==> src/rtl/i2c_baud_field_reg.sv <==
module i2c_baud_field_reg #(
   parameter int          M_W        = 4,
   parameter int          N_W        = 3,
   parameter int unsigned RESET_BAUD = 0
) (
   input  logic               clk,
   input  logic               rst_n,
   input  logic               wr,
   input  logic [M_W+N_W-1:0] wdata,
   output logic [M_W-1:0]     m_field,
   output logic [N_W-1:0]     n_field
);
   localparam int BW = M_W + N_W;
   logic [BW-1:0] word_q;

   always_ff @(posedge clk or negedge rst_n) begin
      if (!rst_n)  word_q <= BW'(RESET_BAUD);
      else if (wr) word_q <= wdata;
   end

   // M sits above N; the divider stages decode them separately.
   assign m_field = word_q[BW-1:N_W];
   assign n_field = word_q[N_W-1:0];
endmodule

==> src/rtl/i2c_pow2_prescaler.sv <==
module i2c_pow2_prescaler #(
   parameter int N_W = 3
) (
   input  logic           clk,
   input  logic           rst_n,
   input  logic           clear,
   input  logic           run,
   input  logic [N_W-1:0] exp_sel,
   output logic           pre_pulse
);
   localparam int CNT_W = 1 << N_W;   // wide enough for 2^(2^N_W) states

   logic [CNT_W-1:0] cnt_q;
   logic [CNT_W:0]   span;
   logic [CNT_W:0]   span_m1;
   logic [CNT_W-1:0] limit;
   logic             at_limit;

   assign span     = (CNT_W+1)'(2) << exp_sel;
   assign span_m1  = span - 1'b1;
   assign limit    = span_m1[CNT_W-1:0];
   assign at_limit = (cnt_q == limit);
   assign pre_pulse = run && at_limit;

   always_ff @(posedge clk or negedge rst_n) begin
      if (!rst_n)        cnt_q <= '0;
      else if (clear)    cnt_q <= '0;
      else if (run)      cnt_q <= at_limit ? '0 : cnt_q + 1'b1;
   end
endmodule

==> src/rtl/i2c_linear_divider.sv <==
module i2c_linear_divider #(
   parameter int M_W = 4
) (
   input  logic           clk,
   input  logic           rst_n,
   input  logic           clear,
   input  logic           in_pulse,
   input  logic [M_W-1:0] m_field,
   output logic           out_pulse
);
   logic [M_W-1:0] cnt_q;
   logic           at_term;

   assign at_term   = (cnt_q == m_field);
   assign out_pulse = in_pulse && at_term;

   always_ff @(posedge clk or negedge rst_n) begin
      if (!rst_n)         cnt_q <= '0;
      else if (clear)     cnt_q <= '0;
      else if (in_pulse)  cnt_q <= at_term ? '0 : cnt_q + 1'b1;
   end
endmodule

==> src/rtl/i2c_phase_sequencer.sv <==
module i2c_phase_sequencer #(
   parameter int TICKS = 10,
   parameter int PH_W  = $clog2(TICKS)
) (
   input  logic            clk,
   input  logic            rst_n,
   input  logic            clear,
   input  logic            tick,
   output logic [PH_W-1:0] phase,
   output logic            last_slot
);
   logic [PH_W-1:0] phase_q;
   logic [PH_W-1:0] phase_nx;

   generate
      if (TICKS == (1 << PH_W)) begin : g_pow2_wrap
         // Natural binary rollover gives the wrap for free.
         assign last_slot = &phase_q;
         assign phase_nx  = phase_q + 1'b1;
      end else begin : g_cmp_wrap
         assign last_slot = (phase_q == PH_W'(TICKS - 1));
         assign phase_nx  = last_slot ? '0 : phase_q + 1'b1;
      end
   endgenerate

   always_ff @(posedge clk or negedge rst_n) begin
      if (!rst_n)     phase_q <= '0;
      else if (clear) phase_q <= '0;
      else if (tick)  phase_q <= phase_nx;
   end

   assign phase = phase_q;
endmodule

==> src/rtl/i2c_scl_baudgen.sv <==
module i2c_scl_baudgen #(
   parameter int          M_W           = 4,
   parameter int          N_W           = 3,
   parameter int          TICKS_PER_BIT = 10,
   parameter int unsigned RESET_BAUD    = 0,
   localparam int         BW            = M_W + N_W,
   localparam int         PH_W          = $clog2(TICKS_PER_BIT)
) (
   input  logic            clk,
   input  logic            rst_n,
   input  logic            enable,
   input  logic            baud_wr,
   input  logic [BW-1:0]   baud_wdata,
   output logic            bit_tick,
   output logic [PH_W-1:0] bit_phase,
   output logic            scl_period_end
);
   generate
      if (M_W < 1 || M_W > 8) begin : g_bad_m
         $error("M_W out of range");
      end
      if (N_W < 1 || N_W > 4) begin : g_bad_n
         $error("N_W out of range");
      end
      if (TICKS_PER_BIT < 2) begin : g_bad_ticks
         $error("TICKS_PER_BIT must be at least 2");
      end
      if (RESET_BAUD >= (1 << BW)) begin : g_bad_reset
         $error("RESET_BAUD does not fit the baud word");
      end
   endgenerate

   logic [M_W-1:0] m_field;
   logic [N_W-1:0] n_field;
   logic           restart;
   logic           run;
   logic           pre_pulse;
   logic           sub_tick;
   logic           last_slot;

   assign restart = baud_wr || !enable;
   assign run     = enable && !baud_wr;

   i2c_baud_field_reg #(.M_W(M_W), .N_W(N_W), .RESET_BAUD(RESET_BAUD)) u_reg (
      .clk(clk), .rst_n(rst_n), .wr(baud_wr), .wdata(baud_wdata),
      .m_field(m_field), .n_field(n_field)
   );

   i2c_pow2_prescaler #(.N_W(N_W)) u_pre (
      .clk(clk), .rst_n(rst_n), .clear(restart), .run(run),
      .exp_sel(n_field), .pre_pulse(pre_pulse)
   );

   i2c_linear_divider #(.M_W(M_W)) u_lin (
      .clk(clk), .rst_n(rst_n), .clear(restart), .in_pulse(pre_pulse),
      .m_field(m_field), .out_pulse(sub_tick)
   );

   i2c_phase_sequencer #(.TICKS(TICKS_PER_BIT), .PH_W(PH_W)) u_seq (
      .clk(clk), .rst_n(rst_n), .clear(restart), .tick(sub_tick),
      .phase(bit_phase), .last_slot(last_slot)
   );

   assign bit_tick       = sub_tick;
   assign scl_period_end = sub_tick && last_slot;
endmodule

==> config.mk <==
export PLATFORM = sky130hd
export DESIGN_NAME = i2c_scl_baudgen
export DESIGN_NICKNAME = d
export VERILOG_FILES = /design/src/rtl/i2c_baud_field_reg.sv /design/src/rtl/i2c_pow2_prescaler.sv /design/src/rtl/i2c_linear_divider.sv /design/src/rtl/i2c_phase_sequencer.sv /design/src/rtl/i2c_scl_baudgen.sv
export SDC_FILE = /design/constraint.sdc
export NUM_CORES = 1
export LEC_CHECK = 0
export ABC_CLOCK_PERIOD_IN_PS = 4400
export BUFFER_PORTS_ARGS = -buffer_cell sky130_fd_sc_hd__buf_4
export CAP_MARGIN = 30
export CELL_PAD_IN_SITES_DETAIL_PLACEMENT = 0
export CELL_PAD_IN_SITES_GLOBAL_PLACEMENT = 1
export CORE_AREA = 2 2 52 78
export CTS_CLUSTER_DIAMETER = 60
export DETAILED_ROUTE_END_ITERATION = 12
export DIE_AREA = 0 0 54 80
export PLACE_DENSITY = 0.67
export SETUP_SLACK_MARGIN = 0.5
export SYNTH_ARGS = -nofsm -noshare
export SYNTH_HDL_FRONTEND = slang
export SYNTH_SLANG_ARGS = --single-unit
export TNS_END_PERCENT = 1
==> constraint.sdc <==
create_clock -name clk -period 4.4 [get_ports clk]
set_clock_uncertainty 0.15 [all_clocks]
set_input_delay 0.88 -clock clk [delete_from_list [all_inputs] [get_ports clk]]
set_output_delay 0.88 -clock clk [all_outputs]
set_load 0.01 [all_outputs]
-- After elaboration in Yosys (flattened, before gate mapping)
Cells that the tools add are included.
- register bits: 23
- bits of input ports: 11
- $add $sub $neg: 4
- equality and inequality tests: 3
- shifts and indexed selects: 1
- mux-type cells: 9
- reductions and logical operators: 10
- operators with widths (cell ; count):
    4-bit 2-to-1 mux ; 6
    8-bit 2-to-1 mux ; 3
    4-bit by 1-bit adder with 4-bit output, second input constant ; 2
    8-bit by 1-bit adder with 8-bit output, second input constant ; 1
    8-bit == test ; 1
    2-bit by 3-bit left shift with 8-bit output, first input constant ; 1
    8-bit by 1-bit subtractor with 8-bit output, second input constant ; 1
    2-bit nonzero test ; 3
    4-bit == test ; 1
    4-bit == test, second input constant ; 1
    1-bit logical AND ; 4
    1-bit logical NOT ; 2
    1-bit logical OR ; 1

-- Longest topological paths before layout
Gate-level depths: netlist of run 1.
- depth after elaboration: 7
- mapped depth: 12

-- By module
A second synthesis of run 1 with hierarchy kept.
- cell total of the unflattened synthesis: 148
- area total of the unflattened synthesis: 1514.0 sq um
- modules (own cells, without submodules) (module ; times used ; cells each ; area an instance (sq um) ; seq. area each (sq um)):
    i2c_pow2_prescaler ; 1 ; 78 ; 693.2 ; 200.2
    i2c_baud_field_reg ; 1 ; 15 ; 291.5 ; 175.2
    i2c_linear_divider ; 1 ; 28 ; 279.0 ; 100.1
    i2c_phase_sequencer ; 1 ; 24 ; 231.5 ; 100.1
    i2c_scl_baudgen ; 1 ; 3 ; 18.8 ; 0.0

-- Worst setup path before layout of run 1
OpenSTA, ideal clock, no wires.
- kind: reg-to-output
- start point: reg u_reg.word_q[2]
- end point: out scl_period_end
- data arrival time: 2.627 ns
- required time: 3.370 ns
- setup slack: 0.743 ns
- stages on the path, launching flop included: 12
- cells stage by stage: dfrtp_1 -> buf_6 -> or3_4 -> ha_1 -> buf_2 -> xor2_1 -> o21a_1 -> nor3_2 -> nand4_2 -> buf_2 -> nor3_1 -> and2_1
- cells in the longest elaborated chain, start to end: 6
- RTL lines (what ; line ; text):
    start, declared ; i2c_baud_field_reg.sv:14 ; logic [BW-1:0] word_q;
    start signal, assigned ; i2c_baud_field_reg.sv:17 ; if (!rst_n) word_q <= BW'(RESET_BAUD);
    start signal, assigned ; i2c_baud_field_reg.sv:18 ; else if (wr) word_q <= wdata;
    2-bit by 3-bit left shift with 8-bit output ; i2c_pow2_prescaler.sv:19 ; assign span = (CNT_W+1)'(2) << exp_sel;
    8-bit by 1-bit subtractor with 8-bit output ; i2c_pow2_prescaler.sv:20 ; assign span_m1 = span - 1'b1;
    8-bit == test ; i2c_pow2_prescaler.sv:22 ; assign at_limit = (cnt_q == limit);
    1-bit logical AND ; i2c_pow2_prescaler.sv:23 ; assign pre_pulse = run && at_limit;
    1-bit logical AND ; i2c_linear_divider.sv:15 ; assign out_pulse = in_pulse && at_term;
    via bit_tick ; i2c_scl_baudgen.sv:14 ; output logic bit_tick,
    1-bit logical AND ; i2c_scl_baudgen.sv:65 ; assign scl_period_end = sub_tick && last_slot;
    end, declared ; i2c_scl_baudgen.sv:16 ; output logic scl_period_end
The timed path passes the listed nets, and every way through them passes these cells.

-- Worst setup path in the final report of run 1
- start point: reg u_reg.word_q[2]
- end point: out scl_period_end
- cells in the longest elaborated chain, start to end: 6
- RTL lines (what ; line):
    2-bit by 3-bit left shift with 8-bit output ; i2c_pow2_prescaler.sv:19
    8-bit by 1-bit subtractor with 8-bit output ; i2c_pow2_prescaler.sv:20
    8-bit == test ; i2c_pow2_prescaler.sv:22
    1-bit logical AND ; i2c_pow2_prescaler.sv:23
    1-bit logical AND ; i2c_linear_divider.sv:15
    1-bit logical AND ; i2c_scl_baudgen.sv:65
No other way between the ends.

==> flow_summary.ini, run 1 <==
[drt]
vias = 1110
ant_nets = 0
viasPerCell = 5.63
wirelength_um = 2850
wl_per_cell_um = 14.4
first_pass_iters = 4
drt_iter0_drc = 23
route.detailed.drc = 0

[synth]
synthCells = 142
synth_edf_count = 0
yosysUniqueCellTypes = 38
synth.cell_area_mm2 = 0.00139
yosysTopAreaCellShare = 0.414
syn_area_per_cell_um2 = 9.78
syn_nets = 158
yosys_warnings = 0
yosysSeqAreaShare = 0.414
synthArstFlopShare = 1.00
yosys.area.top_type = dfrtp_1
synth_flop_cell = dfrtp_1
post_synth_main_area_contributors = dfrtp_1 41%, xnor2_1 5.0%, mux2_2 4.9%
ys_ff_latch = 23

[final_layout]
nets = 171
syn2layout_area_growth_pct = 14.4
drive_gt1_frac = 0.240
fin_area_mm2 = 0.00159
antenna_cells = 0
utilization = 0.436

[status]
status = completed

[global_route]
grt_pass1_wl_um = 4900
grt.total_usage = 0.152
grt_max_degree = 24
grt_pass1_vias = 1095
antenna_found_initial = 0
grt.overflow.total = 0

[worst_setup_path]
critical_path_class = flop to output port
critPathLaunch = u_reg.word_q[2]$_DFFE_PN0P_
r2r_cells = 9
crit_required_ns = 3.37
worst_setup_path_end_kind = output port
worstReg2RegStart = u_reg.word_q[2]$_DFFE_PN0P_
critPathLaunchType = flop
cp_max_fo = 14
crit_arrival_ns = 2.71

[clock_tree]
path_clk_slew_ns = 0.08
cts_buffers = 3
htreeDepth = 1
clockRootBuffer = clkbuf_8
clock-sinks = 23
cts_resized = 4
clockBufferDepth = 2
hold_buffers = 0
cts_tree = built
clk_latency_ns = 0.26
post_cts_buffers = 0

[power]
power_density_mw_per_mm2 = 266
p_leak_nw = 0.667
peakVddDrop_uv = 160

[timing]
rsz0062_at_grt = no
final-hold-violation-count = 0
relSlewSlack = 0.596
period_needed_ns = 3.74
setup_viol = 0
timing.fmax_ghz = 0.268
timing.final.crit_share = 0.849
finalSetupTns_ns = 0
worst_pin_slew_ns = 0.606
finalMaxSlewViolations = 0

[floorplanning]
core_area_mm2 = 0.00365
die_y_um = 80
initial_core_util = 0.381
ios = 17
die_w_um = 54
die_area_mm2 = 0.00432
rows = 27

[placed_design]
hpwl_um = 2110
port-buffer-count = 16
place.gp.congestion = 0.810
post_dp_cell_area_mm2 = 0.00153

[min_path]
min_path_type = primary input to asynchronous set/reset pin

[run]
maxCapViolCount = 0
[cells in the mapped netlist (2+ instances only)]
cell type,instances
a21oi_1,8
and2_1,2
and3_1,3
and4_1,2
buf_2,3
clkbuf_1,5
dfrtp_1,23
ha_1,5
inv_1,5
mux2_2,6
nand2_1,7
nand2b_1,2
nand3_1,9
nand4_2,2
nor2_1,4
nor2b_1,4
nor3_1,7
nor4_1,2
o21a_1,3
o21ai_0,7
or4_1,3
xnor2_1,8
xor2_1,7
[routing by layer]
| layer | up-vias | global-route usage | share of wire |
|---|---|---|---|
| li1 | 533 | - | - |
| met1 | 542 | 0.180 | 0.41 |
| met2 | 30 | 0.268 | 0.54 |
| met3 | 5 | 0.0169 | 0.030 |
| met4 | 0 | 0.0600 | 0.018 |
| met5 | - | 0 | 0 |
[kinds of logic after synthesis]
family          share of synthesized area
simple gates                        0.236
compound gates                      0.108
flops                               0.414
xor+xnor                           0.0946
buf+inv                            0.0459
mux                                0.0559
fa+ha+maj                          0.0450
[power breakdown]
| group | total (mW) | switching, mW | internal, mW |
|---|---|---|---|
| registers | 0.230 | 0.0113 | 0.219 |
| clock network | 0.129 | 0.0642 | 0.0646 |
| logic | 0.0640 | 0.0323 | 0.0317 |
[final timing paths]
path | slack (ns) | endpoint
setup reg to reg | 1.51 | u_seq.phase[1]$_DFFE_PN0P_
hold reg to reg | 0.39 | u_pre.cnt_q[0]$_DFF_PN0_
setup / recovery | 0.66 | scl_period_end
max in group asynchronous | 3.50 | u_reg.word_q[0]$_DFFE_PN0P_
min in group clk | 0.39 | u_pre.cnt_q[0]$_DFF_PN0_
hold / removal | 0.35 | u_seq.phase[2]$_DFFE_PN0P_
[area by class of cell]
cell class | instances | area [um^2]
inverters | 5 | 18.8
clock buffers | 4 | 45.0
multi-input cells | 105 | 764
well taps | 43 | 53.8
flip-flops and latches | 23 | 579
repair buffers | 17 | 128
fillers | 383 | 2060
[metrics by stage]
stage	std cells	setup WS (ns)	hold slack, ns	total power, mW
floorplan	142	0.743	0.318	0.278
global placement	193	0.842	0.370	0.294
detailed placement	193	0.726	0.371	0.297
CTS	197	0.585	0.356	0.429
global route	197	0.508	0.359	0.448
finish	197	0.665	0.346	0.423
[sequential cells by signal, indices dropped and copies added (netlist names)]
name          count
u_lin.cnt_q       4
u_seq.phase       4
u_pre.cnt_q       8
u_reg.word_q      7
[placed cells by master, fill, tap and decap left out, types with 2 or more instances in the layout]
cell type and n:
nor3_2 2, nand2b_1 2, and4_1 2, and3_1 3
ha_1 4, or4_1 3, a21oi_1 8, nand3_1 9
nor2_1 4, nand4_2 2, dfrtp_2 3, o21a_1 3
nor3_1 6, o21ai_0 7, mux2_2 6, buf_4 17
xor2_1 6, nor2b_1 4, dfrtp_1 20, inv_1 5
nand2_1 7, and2_1 2, clkbuf_8 3, xnor2_1 8
nor4_1 2
[worst max-delay path, cell delays in order, from the launching register on]
cell     delay, ns
dfrtp_2       0.47
or3_4         0.42
ha_2          0.26
xor2_2        0.18
o21a_1        0.19
nor3_2        0.19
nand4_2       0.11
buf_4         0.19
nor3_2        0.18
and2_1        0.15
buf_4         0.11
(Power assumes the default switching activity.)
==> run 2, diff against run 1 <==
ABC_CLOCK_PERIOD_IN_PS = 3100   (was 4400)
PLACE_DENSITY = 0.7   (was 0.67)
clock period = 3.1 ns   (was 4.4 ns; I/O delays follow)
==> run 2 against run 1 <==
The flow now finishes with violations (negative setup slack). Die area unchanged. Final cell count up 2.0%. Highest routed layer unchanged. Critical path type unchanged. Global-route usage about the same. Critical path depth down 1. Worst setup slack worse by 0.67 ns. Via count down 0.99%. Design area up 3.7%. Sequential share of layout area down 1.5 points. Power up 45%. Worst hold slack worse by 0.26 ns. Flip-flop and latch count unchanged.
==> flow_summary.ini, run 2 (same netlist as run 1, synthesis figures left out) <==
[final_layout]
antenna_cells = 0
largest_reg_flops = 8
drive_gt1_frac = 0.272
syn2layout_area_growth_pct = 18.6
nFillCells = 368
utilization = 0.452
top_register = u_pre.cnt_q
layout_common_cells = 22 x dfrtp_1, 20 x buf_4, 9 x nand3_1
reg_top3 = u_pre.cnt_q (8), u_reg.word_q (7)
final_common_cell = dfrtp_1
nets = 175

[global_route]
grt_pass1_vias = 1083
grt_pass1_wl_um = 4900
grt_max_degree = 24
antenna_found_initial = 0
grt.total_usage = 0.152
grt.overflow.total = 0

[worst_setup_path]
max_stage_delay_ns = 0.41
path_buf_inv = 1
worst_setup_path_end_kind = output port
critPathLaunchType = flop
cp_cell_sequence = or3_4, ha_4, xor2_1, o21a_1, o221ai_2, nand4_2, nor3_4, and2_4, buf_6
critical_path_class = flop to output port
crit_required_ns = 2.33
crit_arrival_ns = 2.33
crit_family = simple AND/OR/NAND/NOR gates
cp_slowest_cell = or3_4
cp_max_fo = 8

[clock_tree]
htreeDepth = 1
path_clk_slew_ns = 0.08
clk_latency_ns = 0.26
clock-sinks = 23
clockRootBuffer = clkbuf_8
cts_buffers = 3
cts_tree = built
clockBufferDepth = 2

[timing]
setup_slack_ns = -0.00356
finalMaxSlewViolations = 0
timing.final.crit_share = 1.00
timing.fmax_ghz = 0.322
setup_viol = 1
relSlewSlack = 0.794
rsz0062_at_grt = yes
period_needed_ns = 3.10
worst_pin_slew_ns = 0.308
final-hold-violation-count = 0

[drt]
route.detailed.drc = 0
drt_iter0_drc = 16
wirelength_um = 2770
ant_nets = 0
wl_per_cell_um = 13.8
first_pass_iters = 4
viasPerCell = 5.47
vias = 1099

[floorplanning]
ios = 17
die_w_um = 54
initial_core_util = 0.381
die_area_mm2 = 0.00432
core_area_mm2 = 0.00365
die_y_um = 80
rows = 27

[power]
p_clk_frac = 0.300
peakVddDrop_uv = 332
internal_power_mw = 0.454
power_switching_mw = 0.159
seq_power_share = 0.518
power_density_mw_per_mm2 = 372
p_leak_nw = 0.691
power.total_mw = 0.613
switching_share = 0.259
p_comb_frac = 0.182

[status]
status = finished, violations left
violations = negative setup slack

[min_path]
min_path_type = primary input to asynchronous set/reset pin

[placed_design]
port-buffer-count = 16
place.gp.congestion = 0.751
hpwl_um = 2040

[run]
maxCapViolCount = 0
==> run 2: power groups by stage <==
| stage | combinational [mW] | clock, mW | sequential, mW |
|---|---|---|---|
| CTS | 0.111 | 0.189 | 0.318 |
| floorplan | 0.0807 | 0 | 0.322 |
| global placement | 0.105 | 0 | 0.326 |
| global route | 0.123 | 0.203 | 0.319 |
| detailed placement | 0.107 | 0 | 0.326 |
| finish | 0.111 | 0.184 | 0.317 |
==> run 2: metrics by stage <==
step / cells / hold slack [ns] / worst slack (ns) / instance area (um^2) / setup TNS (ns)
floorplan: 142 / 0.174 / 0.100 / 1440 / 0
global placement: 196 / 0.368 / 0.210 / 1580 / 0
detailed placement: 196 / 0.373 / 0.168 / 1580 / 0
CTS: 201 / 0.0968 / -0.0354 / 1640 / -0.0354
global route: 201 / 0.102 / -0.132 / 1650 / -0.151
finish: 201 / 0.0861 / -0.00356 / 1650 / -0.00356
==> run 2: repair_timing <==
action | in CTS | in global routing
hold buffers | 0 | 0
setup endpoints to repair | 7 | 10
resized for setup | 2 | 2
endpoints found under the hold margin | 0 | 0
buffers inserted | 1 | 0
==> run 2: area by class of cell <==
cell class              count  area (um^2)  area share
multi-input cells         105          791       0.480
clock buffers               3         41.3      0.0251
inverters                   5         18.8      0.0114
clock inverters             1         5.00     0.00304
flip-flops and latches     23          577       0.350
repair buffers             21          161      0.0980
well taps                  43         53.8      0.0326
==> run 2: final timing paths <==
kind	slack, ns	cells past startpoint	end	startpoint
max	-0.004	9	scl_period_end	u_reg.word_q[0]$_DFFE_PN0P_
min	0.09	1	u_reg.word_q[3]$_DFFE_PN0P_	rst_n
max reg2reg	0.35	9	u_seq.phase[1]$_DFFE_PN0P_	u_reg.word_q[0]$_DFFE_PN0P_
min reg2reg	0.39	1	u_reg.word_q[3]$_DFFE_PN0P_	u_reg.word_q[3]$_DFFE_PN0P_
max in group asynchronous	2.47	1	u_reg.word_q[2]$_DFFE_PN0P_	rst_n
min in group clk	0.39	1	u_reg.word_q[3]$_DFFE_PN0P_	u_reg.word_q[3]$_DFFE_PN0P_
==> run 2: per-layer routing <==
metal  track usage  vias up  part of all wire  wire [um]
li1              -      540                 -          -
met1         0.190      540              0.44       1230
met2         0.259       14              0.52       1440
met3        0.0169        5             0.017         47
met4        0.0600        0             0.018         50
met5             0        -                 0          0
==> run 3, diff against run 2 <==
CORE_AREA = 2 2 87 47   (was 2 2 52 78)
DIE_AREA = 0 0 89 49   (was 0 0 54 80)
PLACE_DENSITY = 0.71   (was 0.7)
==> run 3 against run 2 <==
The flow still finishes with violations (negative setup slack). Sequential power barely moved. Die area rose by 0.95%. Critical path depth is the same. Design area increased by 1.4%. Non-clock buffer count did not move. Count of clock-buffer cells in the layout did not move. Combinational power is 5% higher. Via count grew 0.36%. Critical path type unchanged.
==> flow_summary.ini, run 3 (same netlist as run 1, synthesis figures left out) <==
[status]
status = finished, violations left
violations = negative setup slack

[clock_tree]
htreeDepth = 1
clockRootBuffer = clkbuf_8
clockBufferDepth = 2
hold_buffers = 0
path_clk_slew_ns = 0.09
cts_buffers = 3
cts_tree = built
clock-sinks = 23
clk_latency_ns = 0.27
post_cts_buffers = 0

[power]
power.total_mw = 0.626
power_density_mw_per_mm2 = 375
peakVddDrop_uv = 152
p_leak_nw = 0.696

[run]
maxCapViolCount = 0

[placed_design]
dp_cells = 208
place.gp.congestion = 0.762
dpl_worst_slack_ns = 0.259
port-buffer-count = 16
hpwl_um = 2280
post_dp_cell_area_mm2 = 0.00160

[global_route]
antenna_found_initial = 0
grtUsageMet3 = 0.0406
grt_pass1_vias = 1050
grt.overflow.total = 0
grt_util_met2 = 0.223
gr-max-usage-layer = met1
grt_max_degree = 24
gr-usage-met1 = 0.226
grt_pass1_wl_um = 5090
grt.total_usage = 0.151

[timing]
setup_viol = 1
final-hold-violation-count = 0
period_needed_ns = 3.11
timing.fmax_ghz = 0.321
hold_slack_ns = 0.0858
finalMaxSlewViolations = 0
setup_slack_ns = -0.0122
relSlewSlack = 0.790
rsz0062_at_grt = yes
timing.final.crit_share = 1.00
finalSetupTns_ns = -0.0122
worst_pin_slew_ns = 0.315

[floorplanning]
die_area_mm2 = 0.00436
initial_core_util = 0.377
core_area_mm2 = 0.00368
rows = 16
ios = 17
die_y_um = 49
die_w_um = 89

[drt]
vias = 1103
drt_iter0_drc = 48
viasPerCell = 5.20
wirelength_um = 3040
route.detailed.drc = 0
first_pass_iters = 7
wl_per_cell_um = 14.3
ant_nets = 0

[final_layout]
top_register = u_pre.cnt_q
multi_input_area_um2 = 800
largest_reg_flops = 8
drive_gt1_frac = 0.266
layout_common_cells = 23 x dfrtp_1, 20 x buf_4, 9 x nand3_1
nFillCells = 375
fin_area_mm2 = 0.00167
syn2layout_area_growth_pct = 20.4
utilization = 0.454
antenna_cells = 0
finalNonFillerCells = 212
nets = 175
final_common_cell = dfrtp_1
seqCellArea_um2 = 576
reg_top3 = u_pre.cnt_q (8), u_reg.word_q (7)

[worst_setup_path]
cp_slowest_cell = or3_4
critPathLaunchType = flop
worst_setup_path_end_kind = output port
crit_arrival_ns = 2.34
cp_cell_sequence = or3_4, ha_4, xor2_2, mux2i_1, o22ai_1, nand4_2, nor3_4, and2_4, buf_6
cp_max_fo = 8
max_stage_delay_ns = 0.41
rrSetupSlack_ns = 0.32
critical_path_class = flop to output port
crit_required_ns = 2.33

[min_path]
min_path_type = primary input to asynchronous set/reset pin
==> run 3: cell types whose count changed in the layout (fill, tap and decap cells not counted) <==
cell | before | now
clkinv_2 | 1 | 0
clkinvlp_4 | 0 | 1
dfrtp_2 | 1 | 0
o22ai_1 | 0 | 1
nor4bb_1 | 1 | 0
o22ai_2 | 1 | 0
dfrtp_1 | 22 | 23
nor4bb_4 | 0 | 1
==> run 3: worst max-delay path: cells and delay by family (launching register included) <==
kind	cells	cell delay, ns
AOI/OAI and AO/OA	1	0.19
xor gates and xnor gates	1	0.17
adders and majority gates	1	0.21
buffers and inverters	1	0.09
DFF	1	0.38
muxes	1	0.13
and+or+nand+nor	4	0.89
==> run 3: path summary, 6_finish.rpt <==
path                                                to  cells after the start                   startpoint
max                                     scl_period_end                      9  u_reg.word_q[0]$_DFFE_PN0P_
min                         u_seq.phase[2]$_DFFE_PN0P_                      1                        rst_n
max reg2reg                 u_lin.cnt_q[3]$_DFFE_PN0P_                      9  u_reg.word_q[0]$_DFFE_PN0P_
min reg2reg                u_reg.word_q[5]$_DFFE_PN0P_                      1  u_reg.word_q[5]$_DFFE_PN0P_
max in group asynchronous  u_reg.word_q[6]$_DFFE_PN0P_                      1                        rst_n
min in group clk           u_reg.word_q[5]$_DFFE_PN0P_                      1  u_reg.word_q[5]$_DFFE_PN0P_
==> run 3: where the power goes <==
group / total [mW] / switching (mW) / leakage, nW / internal (mW)
Sequential: 0.317 / 0.00721 / 0.305 / 0.310
Combinational: 0.116 / 0.0597 / 0.370 / 0.0560
Clock: 0.194 / 0.103 / 0.0217 / 0.0910
==> run 3: what timing repair did <==
item / in CTS / in global routing
pin swaps: 0 / 1
setup endpoints to repair: 6 / 10
gates resized for setup: 1 / 3
gates cloned: 0 / 0
==> run 3: layout make-up <==
cell class                      instances  area share
Multi-Input combinational cell        105       0.478
Clock inverter                          1     0.00449
Timing Repair Buffer                   21      0.0966
Inverter                                5      0.0112
Tap cell                               54      0.0404
Clock buffer                            3      0.0247
Sequential cell                        23       0.344
==> run 3: layer usage <==
metal,part of all wire,up-vias
li1,-,538
met1,0.52,541
met2,0.44,22
met3,0.032,2
met4,0.0053,0
met5,0,-
